==> src/rtl/rtc_alarm_pkg.sv <==
package rtc_alarm_pkg;

    localparam int ADDR_W  = 4;
    localparam int DATA_W  = 8;
    localparam int VAL_W   = 7;
    localparam int NUM_FLD = 6;

    // register addresses
    localparam int ADR_CTL1 = 0;
    localparam int ADR_CTL2 = 1;
    localparam int ADR_FLD0 = 2;
    localparam int ADR_YEN  = 8;
    localparam int ADR_YR0  = 9;

    // bit positions
    localparam int BIT_FLAG  = 0;
    localparam int BIT_AIE   = 3;
    localparam int BIT_START = 0;
    localparam int BIT_SRST  = 1;
    localparam int BIT_EN    = 7;

    typedef struct packed {
        logic             en;
        logic [VAL_W-1:0] val;
    } fld_alarm_t;

    function automatic fld_alarm_t unpack_alarm(input logic [DATA_W-1:0] d);
        fld_alarm_t a;
        a.en  = d[BIT_EN];
        a.val = d[VAL_W-1:0];
        return a;
    endfunction

endpackage

==> src/rtl/rtc_alarm_regs.sv <==
module rtc_alarm_regs
    import rtc_alarm_pkg::*;
#(
    parameter int YEAR_W = 16
) (
    input  logic                            clk,
    input  logic                            rst,
    input  logic                            bus_wr,
    input  logic [ADDR_W-1:0]               bus_addr,
    input  logic [DATA_W-1:0]               bus_wdata,
    input  logic                            flag_in,
    output logic [DATA_W-1:0]               bus_rdata,
    output fld_alarm_t [NUM_FLD-1:0]        alm_o,
    output logic                            yen_o,
    output logic [YEAR_W-1:0]               yalm_o,
    output logic                            start_o,
    output logic                            aie_o,
    output logic                            divrst_o,
    output logic                            soft_clr_o,
    output logic                            flag_clr_o
);
    localparam int YB = YEAR_W / DATA_W;
    localparam logic [ADDR_W-1:0] A_CTL1 = ADDR_W'(ADR_CTL1);
    localparam logic [ADDR_W-1:0] A_CTL2 = ADDR_W'(ADR_CTL2);
    localparam logic [ADDR_W-1:0] A_YEN  = ADDR_W'(ADR_YEN);

    fld_alarm_t [NUM_FLD-1:0]  alm_q;
    logic [DATA_W-1:0]         ybyte_q [YB];
    logic                      yen_q, start_q, aie_q, divrst_q;
    logic                      wr_ctl1, wr_ctl2, soft_clr;

    assign wr_ctl1  = bus_wr && (bus_addr == A_CTL1);
    assign wr_ctl2  = bus_wr && (bus_addr == A_CTL2);
    assign soft_clr = wr_ctl2 && bus_wdata[BIT_SRST];

    always_ff @(posedge clk) begin
        if (rst) begin
            start_q  <= 1'b0;
            aie_q    <= 1'b0;
            divrst_q <= 1'b0;
        end else begin
            divrst_q <= soft_clr;
            if (wr_ctl1) aie_q   <= bus_wdata[BIT_AIE];
            if (wr_ctl2) start_q <= bus_wdata[BIT_START];
        end
    end

    always_ff @(posedge clk) begin
        if (rst || soft_clr) begin
            alm_q <= '0;
            yen_q <= 1'b0;
            for (int b = 0; b < YB; b++) ybyte_q[b] <= '0;
        end else if (bus_wr) begin
            for (int i = 0; i < NUM_FLD; i++)
                if (bus_addr == ADDR_W'(ADR_FLD0 + i)) alm_q[i] <= unpack_alarm(bus_wdata);
            for (int b = 0; b < YB; b++)
                if (bus_addr == ADDR_W'(ADR_YR0 + b)) ybyte_q[b] <= bus_wdata;
            if (bus_addr == A_YEN) yen_q <= bus_wdata[BIT_EN];
        end
    end

    genvar gb;
    generate
        for (gb = 0; gb < YB; gb++) begin : g_ybyte
            assign yalm_o[gb*DATA_W +: DATA_W] = ybyte_q[gb];
        end
    endgenerate

    always_comb begin
        bus_rdata = '0;
        if (bus_addr == A_CTL1) begin
            bus_rdata[BIT_FLAG] = flag_in;
            bus_rdata[BIT_AIE]  = aie_q;
        end
        if (bus_addr == A_CTL2) bus_rdata[BIT_START] = start_q;
        if (bus_addr == A_YEN)  bus_rdata[BIT_EN]    = yen_q;
        for (int i = 0; i < NUM_FLD; i++)
            if (bus_addr == ADDR_W'(ADR_FLD0 + i)) bus_rdata = alm_q[i];
        for (int b = 0; b < YB; b++)
            if (bus_addr == ADDR_W'(ADR_YR0 + b)) bus_rdata = ybyte_q[b];
    end

    assign alm_o      = alm_q;
    assign yen_o      = yen_q;
    assign start_o    = start_q;
    assign aie_o      = aie_q;
    assign divrst_o   = divrst_q;
    assign soft_clr_o = soft_clr;
    assign flag_clr_o = wr_ctl1 && !bus_wdata[BIT_FLAG];

    AST_SOFT_CLEARS_ALARMS: assert property (@(posedge clk) disable iff (rst)
        soft_clr |=> (alm_q == '0) && !yen_q && (yalm_o == '0));
    AST_DIVRST_ONE_CYCLE: assert property (@(posedge clk) disable iff (rst)
        divrst_q |=> !divrst_q || $past(soft_clr));
    AST_RUN_HOLDS: assert property (@(posedge clk) disable iff (rst)
        !wr_ctl2 |=> $stable(start_q));

endmodule

==> src/rtl/rtc_alarm_match.sv <==
module rtc_alarm_match
    import rtc_alarm_pkg::*;
#(
    parameter int YEAR_W = 16
) (
    input  fld_alarm_t [NUM_FLD-1:0]       alm,
    input  logic [NUM_FLD-1:0][VAL_W-1:0]  cnt,
    input  logic                           yen,
    input  logic [YEAR_W-1:0]              yalm,
    input  logic [YEAR_W-1:0]              ycnt,
    output logic                           match,
    output logic                           any_en
);
    logic [NUM_FLD-1:0] fld_ok;
    logic [NUM_FLD-1:0] fld_en;
    logic               yr_ok;

    genvar gi;
    generate
        for (gi = 0; gi < NUM_FLD; gi++) begin : g_fld
            assign fld_en[gi] = alm[gi].en;
            assign fld_ok[gi] = !alm[gi].en || (alm[gi].val == cnt[gi]);
        end
    endgenerate

    assign yr_ok  = !yen || (yalm == ycnt);
    assign any_en = (|fld_en) || yen;
    assign match  = any_en && (&fld_ok) && yr_ok;

endmodule

==> src/rtl/rtc_alarm_flag.sv <==
module rtc_alarm_flag (
    input  logic clk,
    input  logic rst,
    input  logic match,
    input  logic soft_clr,
    input  logic flag_clr,
    output logic flag
);
    logic flag_q, prev_q;

    always_ff @(posedge clk) begin
        if (rst || soft_clr) begin
            flag_q <= 1'b0;
            prev_q <= 1'b0;
        end else begin
            prev_q <= match;
            if (match && !prev_q) flag_q <= 1'b1;
            else if (flag_clr)    flag_q <= 1'b0;
        end
    end

    assign flag = flag_q;

    AST_FLAG_ON_NEW_MATCH: assert property (@(posedge clk) disable iff (rst)
        $rose(flag_q) |-> $past(match) && !$past(prev_q));
    AST_FLAG_STICKY: assert property (@(posedge clk) disable iff (rst)
        flag_q && !flag_clr && !soft_clr |=> flag_q);

endmodule

==> src/rtl/rtc_alarm_ctl.sv <==
module rtc_alarm_ctl
    import rtc_alarm_pkg::*;
#(
    parameter int YEAR_W = 16
) (
    input  logic              clk,
    input  logic              rst,
    input  logic              bus_wr,
    input  logic [3:0]        bus_addr,
    input  logic [7:0]        bus_wdata,
    output logic [7:0]        bus_rdata,
    input  logic [6:0]        cnt_sec,
    input  logic [6:0]        cnt_min,
    input  logic [6:0]        cnt_hour,
    input  logic [6:0]        cnt_wday,
    input  logic [6:0]        cnt_day,
    input  logic [6:0]        cnt_mon,
    input  logic [YEAR_W-1:0] cnt_year,
    output logic              run_en,
    output logic              div_rst,
    output logic              alarm_flag,
    output logic              alarm_irq
);
    fld_alarm_t [NUM_FLD-1:0]      alm;
    logic [NUM_FLD-1:0][VAL_W-1:0] cnt_arr;
    logic [YEAR_W-1:0]             yalm;
    logic yen, aie, soft_clr, flag_clr, match, any_en, flag;

    assign cnt_arr = {cnt_mon, cnt_day, cnt_wday, cnt_hour, cnt_min, cnt_sec};

    rtc_alarm_regs #(.YEAR_W(YEAR_W)) u_regs (
        .clk(clk), .rst(rst), .bus_wr(bus_wr), .bus_addr(bus_addr),
        .bus_wdata(bus_wdata), .flag_in(flag), .bus_rdata(bus_rdata),
        .alm_o(alm), .yen_o(yen), .yalm_o(yalm), .start_o(run_en),
        .aie_o(aie), .divrst_o(div_rst), .soft_clr_o(soft_clr),
        .flag_clr_o(flag_clr)
    );

    rtc_alarm_match #(.YEAR_W(YEAR_W)) u_match (
        .alm(alm), .cnt(cnt_arr), .yen(yen), .yalm(yalm), .ycnt(cnt_year),
        .match(match), .any_en(any_en)
    );

    rtc_alarm_flag u_flag (
        .clk(clk), .rst(rst), .match(match), .soft_clr(soft_clr),
        .flag_clr(flag_clr), .flag(flag)
    );

    assign alarm_flag = flag;
    assign alarm_irq  = flag && aie;

    AST_NEEDS_ENABLE: assert property (@(posedge clk) disable iff (rst)
        $rose(alarm_flag) |-> $past(any_en));
    AST_DIVRST_AFTER_SRST: assert property (@(posedge clk) disable iff (rst)
        $rose(div_rst) |-> $past(bus_wr) && $past(bus_addr) == 4'd1);

endmodule

==> config.mk <==
export PLATFORM = sky130hd
export DESIGN_NAME = rtc_alarm_ctl
export DESIGN_NICKNAME = d
export VERILOG_FILES = /design/src/rtl/rtc_alarm_pkg.sv /design/src/rtl/rtc_alarm_regs.sv /design/src/rtl/rtc_alarm_match.sv /design/src/rtl/rtc_alarm_flag.sv /design/src/rtl/rtc_alarm_ctl.sv
export SDC_FILE = /design/constraint.sdc
export NUM_CORES = 1
export LEC_CHECK = 0
export BUFFER_PORTS_ARGS = -buffer_cell sky130_fd_sc_hd__buf_2
export CORE_ASPECT_RATIO = 1.75
export CORE_MARGIN = 5
export CORE_UTILIZATION = 55
export CTS_CLUSTER_DIAMETER = 200
export DETAILED_ROUTE_END_ITERATION = 16
export GPL_ROUTABILITY_DRIVEN = 0
export GPL_TIMING_DRIVEN = 0
export PLACE_DENSITY = 0.8
export SLEW_MARGIN = 20
export SYNTH_ARGS = -nofsm -noshare
export SYNTH_HDL_FRONTEND = slang
export SYNTH_HIERARCHICAL = 1
export SYNTH_SLANG_ARGS = --single-unit
==> constraint.sdc <==
create_clock -name clk -period 2.3 [get_ports clk]
set_input_delay 0.23 -clock clk [delete_from_list [all_inputs] [get_ports clk]]
set_output_delay 0.23 -clock clk [all_outputs]
set_load 0.01 [all_outputs]
==> metrics.md <==
| Metric | Value |
|---|---|
| Status | `finished, final reports clean` |
| Placed inst area | `4510 um2` |
| Fin Setup TNS | `0 ns` |
| Clock root cell | `clkbuf_16` |
| Final worst setup slack | `0.123 ns` |
| Max incr delay on CP | `between 0.4 and 0.5 ns` |
| Fin. Hold Viols | `0` |
| Initial core utilization | `0.559` |
| Number of global-route vias before repair | `3939` |
| R2r startpoint | `u_regs/ybyte_q[0][11]` |
| Layout Area Growth over Synthesis | `20.5%` |
| Int Pwr | `2.33 mW` |
| Worst IR Drop VDD | `0.560 mV` |
| TritonCTS clock tree | `built` |
| RSZ-0062 raised after global routing | `false` |
| Post-Syn Area | `3980 um2` |
| Grt ovf | `0` |
| Met1 WL | `4.15 mm` |
| Die height | `123 um` |
| Final setup fails | `0` |
| Crit path time final | `roughly 2.2 ns` |
| Fin crit share | `0.946` |
| Worst EP arrival | `between 1.5 and 2 ns` |
| Maxcap violations | `0` |
| Design area | `4800 um2` |
| Slew @ Worst Pin | `0.737 ns` |
| DIE AREA | `between 9000 and 10000 um2` |
| Crit. End Element | `output pin` |
| CP Launch Point | `bus_addr[1]` |
| P_leak | `1.89 nW` |
| Pin count of the biggest net entering global routing | `12` |
| WP data required | `2.07 ns` |
| Pre-antenna DRT Iters | `7` |
| Sequential Power Share | `0.428` |
| Number of port buffers | `83` |
| Clock sinks | `70` |
| Fill count | `slightly below 600` |
| Comb pwr share | `0.133` |
| # rows | `41` |
| CP bufs+invs | `5` |
| FF-to-FF setup slack | `0.14 ns` |
| Max-slew violations | `0` |
| Critical Path Start Type | `input port` |
| DP HPWL | `9.93 mm` |
| Syn_area_per_cell | `8.85 um2` |
| Share of cells above drive strength 1 | `0.222` |
| F_max | `0.459 GHz` |
| DR WL met2 | `6.70 mm` |
| Crit-path max FO | `10` |
| Most frequent CP cell | `buf_2` |
| Sw frac | `0.247` |
| Pre-CTS setup slack | `-0.0276 ns` |
| Synthesized Nets | `523` |
| Routed vias | `4001` |
| Worst hold-check path type | `in2reg` |
| CP max-delay cell | `clkbuf_1` |
| Top Layer Used | `met4` |
| YS warnings | `6` |
| Hold path start | `rst` |
| DRC | `0` |
| First DRT Iteration DRCs | `445` |
| CP delay by family, top | `buffers and inverters` |
| Postcts setup bufs | `0` |
| Worst Clk Skew | `0.00424 ns` |
| I/O pin count | `85` |
| Chip width | `74.3 um` |
| CTS hold repair buffers | `0` |
| Nets | `617` |
| Cells after Synth | `450` |
| Tot Pwr | `3.09 mW` |
| Metal3 WL | `1.23 mm` |
| Core area | `about 7100 um2` |
| PostCTS Resize Cnt | `0` |
| Crit-path cells | `buf_2, buf_2, nand2b_1, buf_2, clkbuf_1, o22ai_1, a2bb2oi_1, buf_2` |
| Clock share of power | `0.439` |
| Setup Crit Path Kind | `in2out` |
| Initial antenna violation count | `0` |
| WL/cell | `just over 20 um` |
| Clock buffer depth | `2` |
| PwrDens | `~640 nW/um2` |
| Worst-skew pair later-pin latency | `about 0.34 ns` |
| Overall Global Routing Usage | `0.300` |
| Clock-pin slew on the worst setup and hold paths | `0.05 ns` |
| TritonCTS buffer count | `9` |
| Post-route ant nets | `0` |
| Wirelength, routed | `~13 mm` |
| First-pass GRT wire length | `19.9 mm` |
| Htree depth | `3` |
| Via density | `around 6.3` |
| Psw | `roughly 0.76 mW` |
| Diode count | `0` |
| Max-slew headroom | `0.508` |
## final timing paths
| kind | to | cells after the start |
|---|---|---|
| worst min register to register | u_regs/start_o | 2 |
| worst max-delay path | bus_rdata[2] | 8 |
| worst max register to register | u_flag/flag | 7 |
| worst min-delay path | u_flag/flag | 2 |
## registers in the layout, indices dropped and copies added, names as in the netlist
signal           count
u_flag/prev_q        1
u_flag/flag          1
u_regs/ybyte_q      16
u_regs/divrst_o      1
u_regs/start_o       1
u_regs/aie_o         1
u_regs/alm_o        48
u_regs/yen_o         1
## routing by layer
| layer | track usage | up-vias |
|---|---|---|
| li1 | - | 1811 |
| met1 | 0.321 | 1824 |
| met2 | 0.517 | 287 |
| met3 | 0.0508 | 79 |
| met4 | 0.215 | 0 |
| met5 | 0 | - |
## layout by cell type (no fill, tap or decap), types with 11 or more instances in the layout
master    instances
o21ai_0          28
xor2_1           35
a21oi_1          41
and2_1           11
nand2_1          44
buf_2            97
mux2i_1          26
xnor2_1          23
nand3_1          14
edfxtp_1         16
nor2_1           26
dfxtp_1          54
clkbuf_1         15
## cell type report
cell class	count	area (um2)	area share
inverter	6	22.5	0.00469
sequential	70	1560	0.325
timing repair buffer	83	415	0.0865
multi-input combinational	348	2290	0.476
clock inverter	1	30.0	0.00625
clock buffer	15	258	0.0537
buffer	26	120	0.0250
tap	86	108	0.0224
## stage by stage
step / instances / utilization / hold slack, ns
finish: 635 / 0.673 / 0.115
global route: 635 / 0.673 / 0.116
CTS: 635 / 0.672 / 0.103
detailed placement: 619 / 0.632 / 0.459
global placement: 619 / 0.632 / 0.452
floorplan: 450 / - / 0.295
## power groups by stage
stage	clock (mW)	combinational, mW	sequential, mW
after CTS	1.36	0.399	1.32
final	1.36	0.409	1.32
after detailed placement	0	0.397	1.35
after floorplan	0	0.227	1.34
after global routing	1.41	0.437	1.32
after global placement	0	0.387	1.35
No activity file was read; power rests on OpenSTA's default activity.
